### config.mk
export PLATFORM = sky130hd
export DESIGN_NAME = shrot_unit
export DESIGN_NICKNAME = d
export VERILOG_FILES = /design/src/rtl/shrot_pkg.sv /design/src/rtl/shrot_sel4.sv /design/src/rtl/shrot_decode.sv /design/src/rtl/shrot_unit.sv
export SDC_FILE = /design/constraint.sdc
export NUM_CORES = 1
export LEC_CHECK = 0
export CORE_AREA = 2 2 39 41
export DETAILED_ROUTE_END_ITERATION = 8
export DIE_AREA = 0 0 41 43
export DONT_BUFFER_PORTS = 1
export GPL_TIMING_DRIVEN = 0
export PLACE_DENSITY = 0.37
export SYNTH_ARGS = -nofsm -noshare
export SYNTH_HDL_FRONTEND = slang
export SYNTH_SLANG_ARGS = --single-unit
### constraint.sdc
create_clock -name vclk -period 1
set_clock_uncertainty 0.05 [all_clocks]
set_input_delay 0.15 -clock vclk [all_inputs]
set_output_delay 0.15 -clock vclk [all_outputs]
set_load 0.03 [all_outputs]
### src/rtl/shrot_pkg.sv
package shrot_pkg;

   typedef enum logic [2:0] {
      OP_PASS_A = 3'b000,
      OP_PASS_B = 3'b001,
      OP_RSV_A  = 3'b010,
      OP_RSV_B  = 3'b011,
      OP_MSB_SH = 3'b100,
      OP_MSB_RO = 3'b101,
      OP_LSB_SH = 3'b110,
      OP_LSB_RO = 3'b111
   } shrot_op_e;

   typedef enum logic [1:0] {
      SEL_KEEP  = 2'd0,
      SEL_LOWER = 2'd1,
      SEL_UPPER = 2'd2,
      SEL_SPARE = 2'd3
   } shrot_sel_e;

   typedef struct packed {
      shrot_sel_e sel;
      logic       wrap;
   } shrot_ctl_t;

   localparam int SEL_INPUTS = 4;

endpackage

### src/rtl/shrot_sel4.sv
module shrot_sel4 #(
   parameter bit AND_OR = 1'b0
) (
   input  logic [1:0]                      s_i,
   input  logic [shrot_pkg::SEL_INPUTS-1:0] d_i,
   output logic                            y_o
);
   localparam int NIN = shrot_pkg::SEL_INPUTS;

   generate
      if (AND_OR) begin : g_andor
         logic [NIN-1:0] hot;
         always_comb begin
            hot = '0;
            hot[s_i] = 1'b1;
         end
         assign y_o = |(hot & d_i);
      end else begin : g_case
         always_comb begin
            case (s_i)
               2'd0:    y_o = d_i[0];
               2'd1:    y_o = d_i[1];
               2'd2:    y_o = d_i[2];
               default: y_o = d_i[3];
            endcase
         end
      end
   endgenerate
endmodule

### src/rtl/shrot_decode.sv
module shrot_decode
   import shrot_pkg::*;
(
   input  logic [2:0] op_i,
   output shrot_ctl_t ctl_o
);
   always_comb begin
      ctl_o.sel  = SEL_KEEP;
      ctl_o.wrap = 1'b0;
      if (op_i[2]) begin
         ctl_o.sel  = op_i[1] ? SEL_UPPER : SEL_LOWER;
         ctl_o.wrap = op_i[0];
      end
   end
endmodule

### src/rtl/shrot_unit.sv
module shrot_unit
   import shrot_pkg::*;
#(
   parameter int WIDTH      = 8,
   parameter bit AND_OR_SEL = 1'b0
) (
   input  logic [WIDTH-1:0] data_i,
   input  logic [2:0]       op_i,
   input  logic             fill_lo_i,
   input  logic             fill_hi_i,
   output logic [WIDTH-1:0] data_o
);
   localparam int MSB     = WIDTH - 1;
   localparam int EXT_MSB = WIDTH + 1;

   generate
      if (WIDTH < 2) begin : g_bad_width
         $error("shrot_unit: WIDTH must be at least 2");
      end
   endgenerate

   shrot_ctl_t ctl;

   shrot_decode u_dec (
      .op_i  (op_i),
      .ctl_o (ctl)
   );

   logic lo_entry;
   logic hi_entry;
   assign lo_entry = ctl.wrap ? data_i[MSB] : fill_lo_i;
   assign hi_entry = ctl.wrap ? data_i[0]   : fill_hi_i;

   // ext[k+1] is data bit k; ext[0] and ext[EXT_MSB] are the end entries
   logic [EXT_MSB:0] ext;
   assign ext = {hi_entry, data_i, lo_entry};

   generate
      for (genvar gi = 0; gi < WIDTH; gi++) begin : g_slice
         logic [SEL_INPUTS-1:0] cand;
         // order: keep, from lower, from upper, spare (= keep)
         assign cand = {ext[gi+1], ext[gi+2], ext[gi], ext[gi+1]};
         shrot_sel4 #(.AND_OR(AND_OR_SEL)) u_sel (
            .s_i (ctl.sel),
            .d_i (cand),
            .y_o (data_o[gi])
         );
      end
   endgenerate
endmodule

==> results by group, run 1 <==
Status
  • Status: completed

Global route
  • First-pass GRT wire length: 897 µm
  • Largest net degree at the start of global routing: 11
  • Routing usage on met2: 11.3%
  • Remaining global-route overflow: 0
  • Initial antenna violation count: 0
  • Met3 Use GR: 1.57%
  • All-layer global routing usage: 6.69%
  • Vias in the first global route: 210
  • Gr busiest metal: met2
  • Global routing usage on met1: 8.86%

Run
  • Maximum capacitance violations: 0

Yosys
  • Post-Syn Instances: 39
  • Synth Area in Simple Gates: 20.7%
  • Post-Synth XOR/XNOR Area: 0%
  • Mux contribution to synthesized area: 28.8%
  • Synth Area in Compound Gates: 18.0%
  • Mapped Avg Cell Area: 7.12 µm²
  • Main combinational cell family by area after synthesis: buffers and inverters
  • Synth top cells by count: buf_4, mux2i_1, a21oi_1, nor2_1, nand2b_1
  • Yosys warning total: 0
  • Yosys top cell area share: 28.8%
  • Register area share after synthesis: 0%
  • Main area contributors after synthesis: mux2i_1, buf_4, a21oi_1
  • Synthesized area: 278 µm²
  • Syn_nets: 52
  • Most frequent cell after synthesis: buf_4
  • Dominant cell type by area after synthesis: mux2i_1
  • Synth unique cells: 11
  • Post-synthesis adder-cell area fraction: 0%

Detailed routing
  • DR pass1 iterations: 3
  • Routed WL: 662 µm
  • DRT antenna net count: 0
  • DR vias: 246
  • Post-DR vias/cell: 4.39
  • Final routed DRC violation total: 0
  • WL/cell: 11.8 µm
  • Initial drt markers: 2

Cells and area
  • Area Overhead vs Synth: 16.2%
  • Share of layout cells above drive strength 1: 37.5%
  • Fill cell count: 164
  • Nets@finish: 55
  • Register Area: 0 µm²
  • Area of the multi-input gates: 204 µm²
  • Clock buf count: 0
  • Sequential cell count: 0
  • Diodes inserted: 0
  • Post-layout util: 23.3%

Worst setup path
  • Buf+Inv Stages, Crit Path: 2
  • CP delay by family, top: buffers and inverters
  • CP max-delay cell: mux2i_4
  • Worst path max stage delay: 0.18 ns
  • CP cell instances: buf_6 -> mux2i_4 -> a21oi_2 -> buf_6
  • Required @ worst endpoint: 0.80 ns
  • Startpoint Class: primary input
  • CP Max Fanout: 10
  • Arrival @ worst endpoint: 0.77 ns
  • CP endpoint kind: output pin
  • Crit-path most repeated cell: buf_6
  • CP startpoint: op_i[1]
  • Crit Path Class: primary input to output pin

Timing
  • Final hold violations: 0
  • Max Clk Rate: 1.03 GHz
  • Fin Hold WS: 0.500 ns
  • Worst Tran Pin Value: 0.162 ns
  • Max-slew headroom: 88.9%
  • Final setup fails: 0
  • Final critical-path required period: 0.967 ns
  • RSZ-0062 raised after global routing: yes
  • Fin crit share: 96.7%
  • Max-slew violations: 0

Die
  • Initial core utilization: 20.1%
  • Die Height: 43 µm
  • Die area: 1760 µm²
  • Die X: 41 µm
  • Core region area: 1380 µm²
  • Site row count: 14
  • Top-Level Pins: 21

Power and ir drop
  • Peak VDD IR: 0.123 mV
  • P per Cell Area: 617 nW/µm²
  • Leak pwr: 0.146 nW
  • Final total power: 0.000199 W

Placed design
  • Placer congestion estimate: 0.617
  • HPWL after DPL: 506 µm
  • I/O Buffers: 0

Min path
  • Hold endpoint: data_o[0]
  • Hold path depth: 3
  • Hold path start: data_i[0]
  • Hold WC Path Type: primary input to output pin

Clock network
  • Post-CTS Setup Bufs: 0
  • Hold buffers post-CTS: 0
==> cell usage in the layout (no fill, tap or decap), drive strengths merged <==
master,Yosys,routed
nand3b,1,1
nand2b,3,3
nand2,1,1
nor2,6,6
a21oi,6,6
o211ai,2,2
mux2i,8,8
nand3,1,1
buf,11,12
==> logic make-up after synthesis <==
group,after synthesis
compound gates,8
simple gates,12
mux,8
buf+inv,11
==> power breakdown <==
part / internal (W) / total, W / switching [W]
Sequential: 0 / 0 / 0
Combinational: 0.0000881 / 0.000199 / 0.000111
Clock: 0 / 0 / 0
==> stage by stage <==
step,worst slack (ns),setup TNS [ns],instance area (µm²),std cells
2_1_floorplan,0.0940,0,278,39
3_3_place_gp,0.0342,0,298,55
3_5_place_dp,0.0464,0,298,55
4_1_cts,0.0403,0,298,55
5_1_grt,-0.00937,-0.0198,323,56
6_report,0.0325,0,323,56
==> repair_timing <==
| action | CTS | global route |
|---|---|---|
| gates resized for setup | 0 | 4 |
| setup endpoints to repair | 0 | 3 |
| endpoints found under the hold margin | 0 | 0 |
==> final cells by class <==
| type | count | area share (%) |
|---|---|---|
| multi-input cells | 28 | 63.2 |
| plain buffers | 11 | 29.1 |
| well taps | 16 | 6.20 |
| repair buffers | 1 | 1.55 |
==> worst max-delay path by stage <==
stage	endpoint	slack [ns]	cells after the start
after floorplan	data_o[0]	0.09	4
after global placement	data_o[4]	0.03	5
after detailed placement	data_o[4]	0.05	5
after CTS	data_o[3]	0.04	5
after global routing	data_o[2]	-0.009	4
final	data_o[3]	0.03	4
==> per-layer routing <==
| metal | share of wire [%] | up-vias | routed length, µm |
|---|---|---|---|
| li1 | - | 130 | - |
| met1 | 42 | 105 | 277 |
| met2 | 46 | 11 | 302 |
| met3 | 12 | 0 | 82 |
| met4 | 0 | 0 | 0 |
| met5 | 0 | - | 0 |
Power figures use the tool's default switching activity.
==> run 2, diff against run 1 <==
Clock period 1 ns to 1.25 ns, I/O delays scaled along.
==> run 2 against run 1 <==
Cell count shrank 1.8%. Global-route usage unchanged. Via count shrank 4.9%. Critical path depth is 1 higher. Core utilization shrank 1.8 points. Combinational power fell by 26%. Die area stayed put. Non-clock buffer count down 1. Sequential share of layout area stayed put. First-iteration DRC count up 100%. Count of clock-buffer cells in the layout is the same. Critical path type unchanged. Largest power group unchanged.
==> results by group, run 2 (same netlist as run 1, synthesis figures left out) <==
Die
  • Top-Level Pins: 21 (unchanged)
  • Initial core utilization: 20.1% (unchanged)
  • Die X: 41 µm (unchanged)
  • Die Height: 43 µm (unchanged)
  • Site row count: 14 (unchanged)
  • Core region area: 1380 µm² (unchanged)
  • Die area: 1760 µm² (unchanged)

Cells and area
  • Area Overhead vs Synth: 7.21% (was 16.2%)
  • Clock buf count: 0 (unchanged)
  • Register Area: 0 µm² (unchanged)
  • Fill cell count: 163 (was 164)
  • Most frequent cells in the layout: buf_4, mux2i_1, nor2_1, a21oi_1, nand2b_1 (was buf_4, mux2i_1, nor2_1, a21oi_1)
  • Nets@finish: 54 (was 55)
  • Diodes inserted: 0 (unchanged)
  • Commonest non-fill, non-tap cell in the layout: buf_4 (unchanged)
  • Fin cells: 55 (was 56)
  • Sequential cell count: 0 (unchanged)
  • Share of layout cells above drive strength 1: 30.8% (was 37.5%)
  • Post-route cell area: 298 µm² (was 323 µm²)

Global route
  • Initial antenna violation count: 0 (unchanged)
  • Remaining global-route overflow: 0 (unchanged)
  • Largest net degree at the start of global routing: 11 (unchanged)
  • Met3 Use GR: 1.57% (unchanged)
  • Gr busiest metal: met2 (unchanged)
  • Global routing usage on met1: 8.86% (unchanged)
  • Vias in the first global route: 210 (unchanged)
  • First-pass GRT wire length: 897 µm (unchanged)
  • All-layer global routing usage: 6.69% (unchanged)
  • Routing usage on met2: 11.3% (unchanged)

Detailed routing
  • Post-DR vias/cell: 4.25 (was 4.39)
  • Routed WL: 610 µm (was 662 µm)
  • DR pass1 iterations: 3 (unchanged)
  • Initial drt markers: 4 (was 2)
  • DRT antenna net count: 0 (unchanged)
  • DR vias: 234 (was 246)
  • WL/cell: 11.1 µm (was 11.8 µm)
  • Final routed DRC violation total: 0 (unchanged)

Run
  • Maximum capacitance violations: 0 (unchanged)

Status
  • Status: completed (unchanged)

Timing
  • Worst Tran Pin Value: 0.162 ns (about the same)
  • Final hold violations: 0 (unchanged)
  • Setup TNS: 0 ns (unchanged)
  • Max Clk Rate: 0.973 GHz
  • Max-slew violations: 0 (unchanged)
  • RSZ-0062 raised after global routing: no (was yes)
  • Final critical-path required period: 1.03 ns
  • Fin crit share: 82.2%
  • Final setup fails: 0 (unchanged)
  • Max-slew headroom: 88.9% (about the same)
  • Setup WS post-layout: 0.222 ns (was 0.0325 ns)

Clock network
  • Post-CTS Setup Bufs: 0 (unchanged)
  • Hold buffers post-CTS: 0 (unchanged)
  • CTS resizes: 0 (unchanged)

Worst setup path
  • CP Max Fanout: 10 (unchanged)
  • Required @ worst endpoint: 1.01 ns (was 0.80 ns)
  • Crit Path Class: primary input to output pin (unchanged)
  • CP endpoint kind: output pin (unchanged)
  • Startpoint Class: primary input (unchanged)
  • Arrival @ worst endpoint: 0.79 ns (was 0.77 ns)

Power and ir drop
  • P per Cell Area: 498 nW/µm² (was 617 nW/µm²)
  • Peak VDD IR: 0.0762 mV (was 0.123 mV)
  • Leak pwr: 0.141 nW (was 0.146 nW)

Placed design
  • HPWL after DPL: 506 µm (unchanged)
  • I/O Buffers: 0 (unchanged)
  • Setup WS pre-CTS: 0.221 ns (was 0.0464 ns)
  • Dpl cells: 55 (unchanged)
  • Dpl cell area: 298 µm² (unchanged)
  • Placer congestion estimate: 0.617 (unchanged)

Min path
  • Hold WC Path Type: primary input to output pin (unchanged)
  • Hold path depth: 3 (unchanged)
[run 2: cell types whose count changed in the layout (fill, tap and decap cells not counted), sizes merged]
| cell | before | now |
|---|---|---|
| buf | 12 | 11 |
[run 2: per-stage QoR]
step	hold slack, ns	power [W]	util (%)
global route	0.604	0.000160	21.5
global placement	0.579	0.000150	21.5
floorplan	0.567	0.000141	-
detailed placement	0.579	0.000150	21.5
CTS	0.579	0.000150	21.5
finish	0.575	0.000148	21.5
[run 2: area by class of cell]
| cell class | count | area [µm²] | area share, % |
|---|---|---|---|
| plain buffers | 11 | 90.1 | 30.3 |
| well taps | 16 | 20.0 | 6.72 |
| multi-input cells | 28 | 188 | 63.0 |
[run 2: final timing paths]
check	startpoint	slack, ns	to
max	op_i[2]	0.22	data_o[3]
min	data_i[0]	0.58	data_o[0]
[run 2: where the power goes]
part           switching, W  leakage [nW]  internal [W]
clock                     0             0             0
combinational     0.0000850         0.141     0.0000634
sequential                0             0             0
total             0.0000850         0.141     0.0000634
[run 2: metal layers]
metal / share of wire [%] / wire (µm)
met4: 0 / 0
met2: 45 / 275
met5: 0 / 0
met3: 13 / 80
met1: 42 / 255
[run 2: worst max-delay path, stage by stage]
cell and delay [ns]:
buf_4 0.13, buf_6 0.14, nor2_1 0.04, a21oi_1 0.11, buf_4 0.18
